**src/rtl/lsImmPkg.sv**
```systemverilog
package lsImmPkg;
  localparam int XLEN = 32;
  localparam int REG_IDX_W = 3;
  localparam logic [2:0] MAJOR_OP = 3'b011;

  typedef struct packed {
    logic loadInstr;   // capture the offered instruction
    logic issueAccess; // drive the memory request
    logic captureLane; // remember address low bits for the read return
  } lsStrobe_t;
endpackage

```
**src/rtl/lsImmCtrl.sv**
```systemverilog
module lsImmCtrl
  import lsImmPkg::*;
(
  input  logic       clk,
  input  logic       rstN,
  input  logic       instrValid,
  input  logic [2:0] majorOp,
  input  logic       isLoad,
  input  logic       memRdValid,
  output lsStrobe_t  strobe,
  output logic       busy,
  output logic       wbEn
);
  typedef enum logic [1:0] {ST_IDLE, ST_ACCESS, ST_WAIT} state_t;
  state_t state, stateNext;

  logic accept;
  assign accept = (state == ST_IDLE) && instrValid && (majorOp == MAJOR_OP);

  always_comb begin
    stateNext = state;
    strobe = '0;
    wbEn = 1'b0;
    case (state)
      ST_IDLE: begin
        strobe.loadInstr = accept;
        if (accept) stateNext = ST_ACCESS;
      end
      ST_ACCESS: begin
        strobe.issueAccess = 1'b1;
        strobe.captureLane = 1'b1;
        stateNext = isLoad ? ST_WAIT : ST_IDLE;
      end
      ST_WAIT: begin
        if (memRdValid) begin
          wbEn = 1'b1;
          stateNext = ST_IDLE;
        end
      end
      default: stateNext = ST_IDLE;
    endcase
  end

  always_ff @(posedge clk) begin
    if (!rstN) state <= ST_IDLE;
    else       state <= stateNext;
  end

  assign busy = (state != ST_IDLE);
endmodule

```
**src/rtl/lsImmDatapath.sv**
```systemverilog
module lsImmDatapath
  import lsImmPkg::*;
#(
  parameter int DW = XLEN,
  parameter int RW = REG_IDX_W
) (
  input  logic              clk,
  input  logic              rstN,
  input  lsStrobe_t         strobe,
  input  logic [15:0]       instrWord,
  output logic [2:0]        majorOp,
  output logic              isLoad,
  output logic [RW-1:0]     rfBaseIdx,
  input  logic [DW-1:0]     rfBaseData,
  output logic [RW-1:0]     rfDataIdx,
  input  logic [DW-1:0]     rfDataData,
  output logic              memReq,
  output logic              memWe,
  output logic [DW/8-1:0]   memBe,
  output logic [DW-1:0]     memAddr,
  output logic [DW-1:0]     memWdata,
  input  logic [DW-1:0]     memRdData,
  output logic [RW-1:0]     wbIdx,
  output logic [DW-1:0]     wbData
);
  localparam int LANES  = DW / 8;
  localparam int LANE_W = $clog2(LANES);

  logic [15:0]       instrQ;
  logic [LANE_W-1:0] laneQ;
  logic              isByte;
  logic [4:0]        offField;
  logic [DW-1:0]     offBytes;
  logic [LANE_W-1:0] lane;
  logic [DW-1:0]     shiftedRd;

  assign majorOp   = instrWord[15:13];
  assign isByte    = instrQ[12];
  assign isLoad    = instrQ[11];
  assign offField  = instrQ[10:6];
  assign rfBaseIdx = instrQ[5:3];
  assign rfDataIdx = instrQ[2:0];
  assign wbIdx     = instrQ[2:0];

  // Word offsets count words, byte offsets count bytes.
  assign offBytes = isByte ? {{(DW-5){1'b0}}, offField}
                           : {{(DW-7){1'b0}}, offField, 2'b00};
  assign memAddr  = rfBaseData + offBytes;
  assign lane     = memAddr[LANE_W-1:0];

  assign memReq   = strobe.issueAccess;
  assign memWe    = strobe.issueAccess && !isLoad;
  assign memBe    = isByte ? (LANES'(1) << lane) : {LANES{1'b1}};
  assign memWdata = isByte ? ({{(DW-8){1'b0}}, rfDataData[7:0]} << {lane, 3'b000})
                           : rfDataData;

  always_ff @(posedge clk) begin
    if (!rstN) begin
      instrQ <= '0;
      laneQ  <= '0;
    end else begin
      if (strobe.loadInstr)   instrQ <= instrWord;
      if (strobe.captureLane) laneQ  <= lane;
    end
  end

  assign shiftedRd = memRdData >> {laneQ, 3'b000};
  assign wbData    = isByte ? {{(DW-8){1'b0}}, shiftedRd[7:0]} : memRdData;
endmodule

```
**src/rtl/lsImmUnit.sv**
```systemverilog
module lsImmUnit
  import lsImmPkg::*;
(
  input  logic        clk,
  input  logic        rstN,
  input  logic        instrValid,
  input  logic [15:0] instrWord,
  output logic        busy,
  output logic [2:0]  rfBaseIdx,
  input  logic [31:0] rfBaseData,
  output logic [2:0]  rfDataIdx,
  input  logic [31:0] rfDataData,
  output logic        memReq,
  output logic        memWe,
  output logic [3:0]  memBe,
  output logic [31:0] memAddr,
  output logic [31:0] memWdata,
  input  logic        memRdValid,
  input  logic [31:0] memRdData,
  output logic        wbEn,
  output logic [2:0]  wbIdx,
  output logic [31:0] wbData
);
  lsStrobe_t strobe;
  logic [2:0] majorOp;
  logic isLoad;

  lsImmCtrl ctrl_i (
    .clk(clk), .rstN(rstN), .instrValid(instrValid), .majorOp(majorOp),
    .isLoad(isLoad), .memRdValid(memRdValid), .strobe(strobe),
    .busy(busy), .wbEn(wbEn)
  );

  lsImmDatapath #(.DW(XLEN), .RW(REG_IDX_W)) dp_i (
    .clk(clk), .rstN(rstN), .strobe(strobe), .instrWord(instrWord),
    .majorOp(majorOp), .isLoad(isLoad),
    .rfBaseIdx(rfBaseIdx), .rfBaseData(rfBaseData),
    .rfDataIdx(rfDataIdx), .rfDataData(rfDataData),
    .memReq(memReq), .memWe(memWe), .memBe(memBe), .memAddr(memAddr),
    .memWdata(memWdata), .memRdData(memRdData), .wbIdx(wbIdx), .wbData(wbData)
  );
endmodule

```
**config.mk**
```make
export PLATFORM = sky130hd
export DESIGN_NAME = lsImmUnit
export DESIGN_NICKNAME = d
export VERILOG_FILES = /design/src/rtl/lsImmPkg.sv /design/src/rtl/lsImmCtrl.sv /design/src/rtl/lsImmDatapath.sv /design/src/rtl/lsImmUnit.sv
export SDC_FILE = /design/constraint.sdc
export NUM_CORES = 1
export LEC_CHECK = 0
export BUFFER_PORTS_ARGS = -buffer_cell sky130_fd_sc_hd__buf_2
export CORE_AREA = 2 2 88 90
export CTS_BUF_LIST = sky130_fd_sc_hd__clkbuf_8
export DETAILED_ROUTE_END_ITERATION = 10
export DIE_AREA = 0 0 90 92
export GPL_ROUTABILITY_DRIVEN = 0
export PLACE_DENSITY = 0.74
export SETUP_SLACK_MARGIN = 0.4
export SLEW_MARGIN = 20
export SYNTH_ARGS = -nofsm -noshare
export SYNTH_HDL_FRONTEND = slang
export SYNTH_SLANG_ARGS = --single-unit
```
**constraint.sdc**
```tcl
create_clock -name clk -period 4.1 [get_ports clk]
set_clock_uncertainty 0.05 [all_clocks]
set_input_delay 0.205 -clock clk [delete_from_list [all_inputs] [get_ports clk]]
set_output_delay 0.205 -clock clk [all_outputs]
set_load 0.01 [all_outputs]
```
=== Word-level counts from Yosys, hierarchy flattened ===
Index checks and enable logic that the tools add are counted.

* Equality and inequality tests: 5
* Shift-type cells: 3
* $add $sub $neg: 1
* Reduce and logical (&&, ||, !) cells: 7
* Mux-type cells: 12

{| class="wikitable"
|+ Operators with widths
! cell !! number
|-
| $mux 32 || 2
|-
| $add 32x32->32 || 1
|-
| $shl 8x5->32 || 1
|-
| $shr 32x5->8 || 1
|-
| $mux 2 || 4
|-
| $mux 7 || 1
|-
| $pmux 2 s3 || 1
|-
| $mux 4 || 1
|-
| $shl 1x2->4 const A || 1
|-
| $eq 3x2->1 const B || 1
|-
| $logic_and 1x1->1 || 3
|-
| $mux 1 || 3
|-
| $eq 2x1->1 const B || 1
|-
| $eq 2x2->1 const B || 1
|-
| $logic_not 2->1 || 1
|-
| $ne 2x1->1 const B || 1
|-
| $ne 2x2->1 const B || 1
|-
| $reduce_and 2->1 || 1
|-
| $reduce_bool 2->1 || 1
|-
| $logic_not 1->1 || 1
|}

* Register bits after elaboration: 17
* Logic and storage cells: 31
* Output and inout bits: 113
* Bits of input ports: 116

=== Logic depth before layout (Yosys ltp) ===
* Depth after elaboration: 5
* Gate-level depth with buffers: 11
* Mapped depth without buffers: 9

=== Modules after synthesis ===
Synthesis repeated with hierarchy kept, for this count alone.

* Cells, all modules: 340
* Area total of the unflattened synthesis: 2463.6 um2

{| class="wikitable"
|+ Modules (own cells, without submodules)
! module !! cells each !! times used !! area an instance (um2) !! seq. area each (um2)
|-
| lsImmDatapath || 327 || 1 || 2348.5 || 300.3
|-
| lsImmCtrl || 13 || 1 || 115.1 || 40.0
|}

=== Least setup slack after synthesis ===
Ideal clock, no wire load.

* Path kind: register to output
* From: register dp_i.instrQ[12]
* To: output memAddr[30]
* Slack: 0.939 ns
* Buffers on the path: 2
* Stages on the path, launching flop included: 12
* Data arrival time: 2.906 ns
* Required time: 3.845 ns
* Path through: dfxtp_1 > clkbuf_1 > buf_1 > and2_1 > ha_1 > inv_1 > fa_1 > nand2b_1 > a211o_1 > a21oi_4 > nor4b_4 > xor2_1

* Word-level cells in the longest chain between the ends: 2

{| class="wikitable"
|+ Ends and longest elaborated chain
! what !! RTL line !! RTL
|-
| start: declaration || lsImmDatapath.sv:29 || <nowiki>logic [15:0] instrQ;</nowiki>
|-
| start signal: assignment || lsImmDatapath.sv:62 || <nowiki>if (strobe.loadInstr) instrQ <= instrWord;</nowiki>
|-
| $mux 7 || lsImmDatapath.sv:46 || <nowiki>assign offBytes = isByte ? {{(DW-5){1'b0}}, offField}</nowiki>
|-
| $add 32x32->32 || lsImmDatapath.sv:48 || <nowiki>assign memAddr = rfBaseData + offBytes;</nowiki>
|-
| end: declaration || lsImmUnit.sv:16 || <nowiki>output logic [31:0] memAddr,</nowiki>
|}

No other way between the ends.

=== Worst setup path in the final report ===
* From: register dp_i.instrQ[12]
* To: output memAddr[19]

The elaborated chain is that of the path after synthesis.

==> metrics.md <==
| Metric | Value |
|---|---|
| Pwr Density | `153 nW/um^2` |
| Fin cells | `630` |
| Detail Placement HPWL | `6.80 mm` |
| H-tree depth | `1` |
| Layout cells sized above 1 | `about half` |
| Reg2reg end | `dp_i.instrQ[12]` |
| Max-slew violations | `0` |
| Commonest non-fill, non-tap cells in the layout | `buf_2, nor2b_1, inv_1, nand2_1, o22ai_1` |
| Crit-path leading delay family | `compound AO/OA/AOI/OAI gates` |
| Leak Pwr | `1.90 nW` |
| Hold_buf cts | `0` |
| Largest net degree at the start of global routing | `just over 70` |
| Outcome | `complete, no violations` |
| Yosys reg bits | `17` |
| Routed via count | `3,035` |
| Crit. End Element | `output port` |
| PortBufs | `228` |
| WL final | `8.27 mm` |
| Min cycle time layout | `3.20 ns` |
| Max VDD drop | `approximately 0.11 mV` |
| Die span in x | `roughly 90 um` |
| Final net count | `652` |
| R2R Path Start | `ctrl_i.state[1]` |
| Residual DRC | `0` |
| CP Capture Point | `memAddr[19]` |
| Pint | `around 360 uW` |
| Fin crit share | `78.1%` |
| Setup CP Type | `reg2out` |
| Endpoints failing setup | `0` |
| Sequential area share after synthesis | `between 10 and 15%` |
| Most common flop cell mapped by yosys | `dfxtp_1` |
| Met3 routed WL | `about 550 um` |
| Synthesized Nets | `444` |
| Initial DRT Pass Iterations | `4` |
| Clk buf depth | `2` |
| Total power | `555 uW` |
| Initial Util | `between 30% and 40%` |
| Synthesis-to-layout area growth | `48.3%` |
| Root buffer cell | `clkbuf_8` |
| Crit. path cell count | `8` |
| Worst-Margin Slew | `0.902 ns` |
| Worst-path cell chain | `mux2_2 > ha_1 > a211oi_1 > o21ai_2 > a31oi_2 > nor4_1 > xor2_1 > buf_2` |
| Max layer used | `met4` |
| Avg Vias per Cell | `4.82` |
| Critical path startpoint | `dp_i.instrQ[12]` |
| Gr ovfl total | `0` |
| IO Pins | `229` |
| # rows | `32` |
| Initial antenna violation count | `1` |
| Syn_area_per_cell | `7.64 sq um` |
| TritonCTS clock tree | `done` |
| WP data arrival | `2.95 ns` |
| Most common cell after layout, fill and taps aside | `buf_2` |
| Clock transition at path regs | `0.07 ns` |
| Switch share | `34.5%` |
| RSZ-0062 raised after global routing | `no` |
| Sequential power share | `between 30% and 40%` |
| Critical Path Max Stage Delay | `0.76 ns` |
| Fraction of registers with async set/reset | `0%` |
| R2R setup slack | `around 2.3 ns` |
| Crit path max-delay cell type | `a31oi_2` |
| Netlist cell types | `54` |
| Core region area | `roughly 7400 sq um` |
| Synthesized cell area | `2450 sq um` |
| Layout fillers | `approximately 760` |
| Critical path peak fanout | `13` |
| CTS buffer count | `3` |
| Combinational Power Share | `46.9%` |
| Critical path required time | `3.85 ns` |
| Total track usage | `18.2%` |
| Vias in the first global route | `2,733` |
| Post-synth EDFFs | `0` |
| Crit path buf inv count | `1` |
| Worst min-delay path category | `in2reg` |
| Max-cap violations | `0` |
| Global-route wire length before repair | `12.9 mm` |
| Post-route ant nets | `0` |
| Met2 WL post-DR | `roughly 4.1 mm` |
| NetSw | `192 uW` |
| Clock Power Share | `22.1%` |
| Die ar. | `8280 sq um` |
| Die Ht | `92 um` |
| Cells after synthesis | `320` |
| Placed Cells | `625` |
| Setup TNS | `0 ns` |
| Yosys warning count | `0` |
| Slew HR | `about two fifths` |
| Max Clk Rate | `312 MHz` |
| Worst r2r path cells | `4` |
| Cts repair resizes | `0` |
| Final Hold Fails | `0` |
| Later-pin clock latency in the skew report | `0.25 ns` |
| Wl on met1 | `3.45 mm` |
| Startpoint Class | `flip-flop` |
| Post-CTS Setup Repair Bufs | `0` |
| WL per Instance | `13.1 um` |
| # clock sinks | `17` |
| 1st-iter DRT viols | `99` |
==> final cells by class <==
cell class / count / area [sq um] / area share (%)
Inverter: 28 / 105 / 2.90
Sequential cell: 17 / 342 / 9.41
Timing Repair Buffer: 229 / 1150 / 31.7
Clock buffer: 3 / 41.3 / 1.14
Tap cell: 102 / 128 / 3.52
Clock inverter: 1 / 5.00 / 0.138
Antenna cell: 1 / 2.50 / 0.0690
Multi-Input combinational cell: 249 / 1860 / 51.2
==> layer usage <==
metal | track usage [%] | up-vias
li1 | - | 1520
met3 | 3.45 | 12
met5 | 0 | -
met4 | 5.26 | 0
met1 | 23.0 | 1376
met2 | 31.6 | 127
==> cell usage after synthesis, types with 6 or more instances <==
cell	instances	area (sq um)
and2_1	11	68.8
nand3_1	10	50.1
inv_1	28	105
a22o_1	16	140
o22ai_1	24	150
buf_4	10	75.1
clkbuf_1	10	37.5
mux2_2	11	124
nor2b_1	45	282
ha_1	7	87.6
xnor2_1	14	123
mux2i_1	14	140
xor2_1	15	131
dfxtp_1	17	340
nand2_1	25	93.8
nor2_1	6	22.5
==> registers in the layout (all words and copies together) (netlist names) <==
signal        flops
ctrl_i.state      2
dp_i.instrQ      13
dp_i.laneQ        2
==> metrics by stage <==
step,setup WS [ns],util [%],hold slack [ns],instance area [sq um]
after floorplan,0.939,-,0.283,2450
after global placement,1.26,48.1,0.412,3580
after detailed placement,1.16,48.1,0.421,3580
after CTS,0.879,48.7,0.157,3630
after global routing,0.706,48.7,0.166,3630
final,0.899,48.7,0.162,3630
==> worst reg2reg max path, delay by kind of cell (launching register included) <==
family,cells,cell delay (ns)
DFF,1,0.33
muxes,1,0.27
and+or+nand+nor,3,1.09
==> power by group through the flow <==
stage | clock [mW] | sequential [mW] | combinational [mW]
floorplan | 0 | 0.174 | 0.130
global placement | 0 | 0.175 | 0.257
detailed placement | 0 | 0.175 | 0.261
CTS | 0.129 | 0.172 | 0.262
global route | 0.137 | 0.172 | 0.285
finish | 0.123 | 0.172 | 0.261
==> cells by family (layout without fill, tap and decap cells) <==
family | Yosys count | count (layout) | share of synthesized area, %
adders and majority gates | 8 | 8 | 4.40
muxes | 25 | 25 | 10.8
xor gates and xnor gates | 29 | 29 | 10.4
and+or+nand+nor | 128 | 128 | 32.6
other | 0 | 1 | 0
DFF | 17 | 17 | 13.9
buffers and inverters | 54 | 261 | 10.2
AOI/OAI and AO/OA | 59 | 59 | 17.7
==> worst min path at each step <==
stage	startpoint	endpoint	slack, ns	cells after the start
global placement	instrWord[3]	dp_i.instrQ[3]	0.41	3
finish	instrWord[1]	dp_i.instrQ[1]	0.16	3
CTS	instrWord[1]	dp_i.instrQ[1]	0.16	3
floorplan	rstN	dp_i.instrQ[0]	0.28	1
global route	instrWord[11]	dp_i.instrQ[11]	0.17	3
detailed placement	instrWord[11]	dp_i.instrQ[11]	0.42	3
No activity file was read; power rests on OpenSTA's default activity.
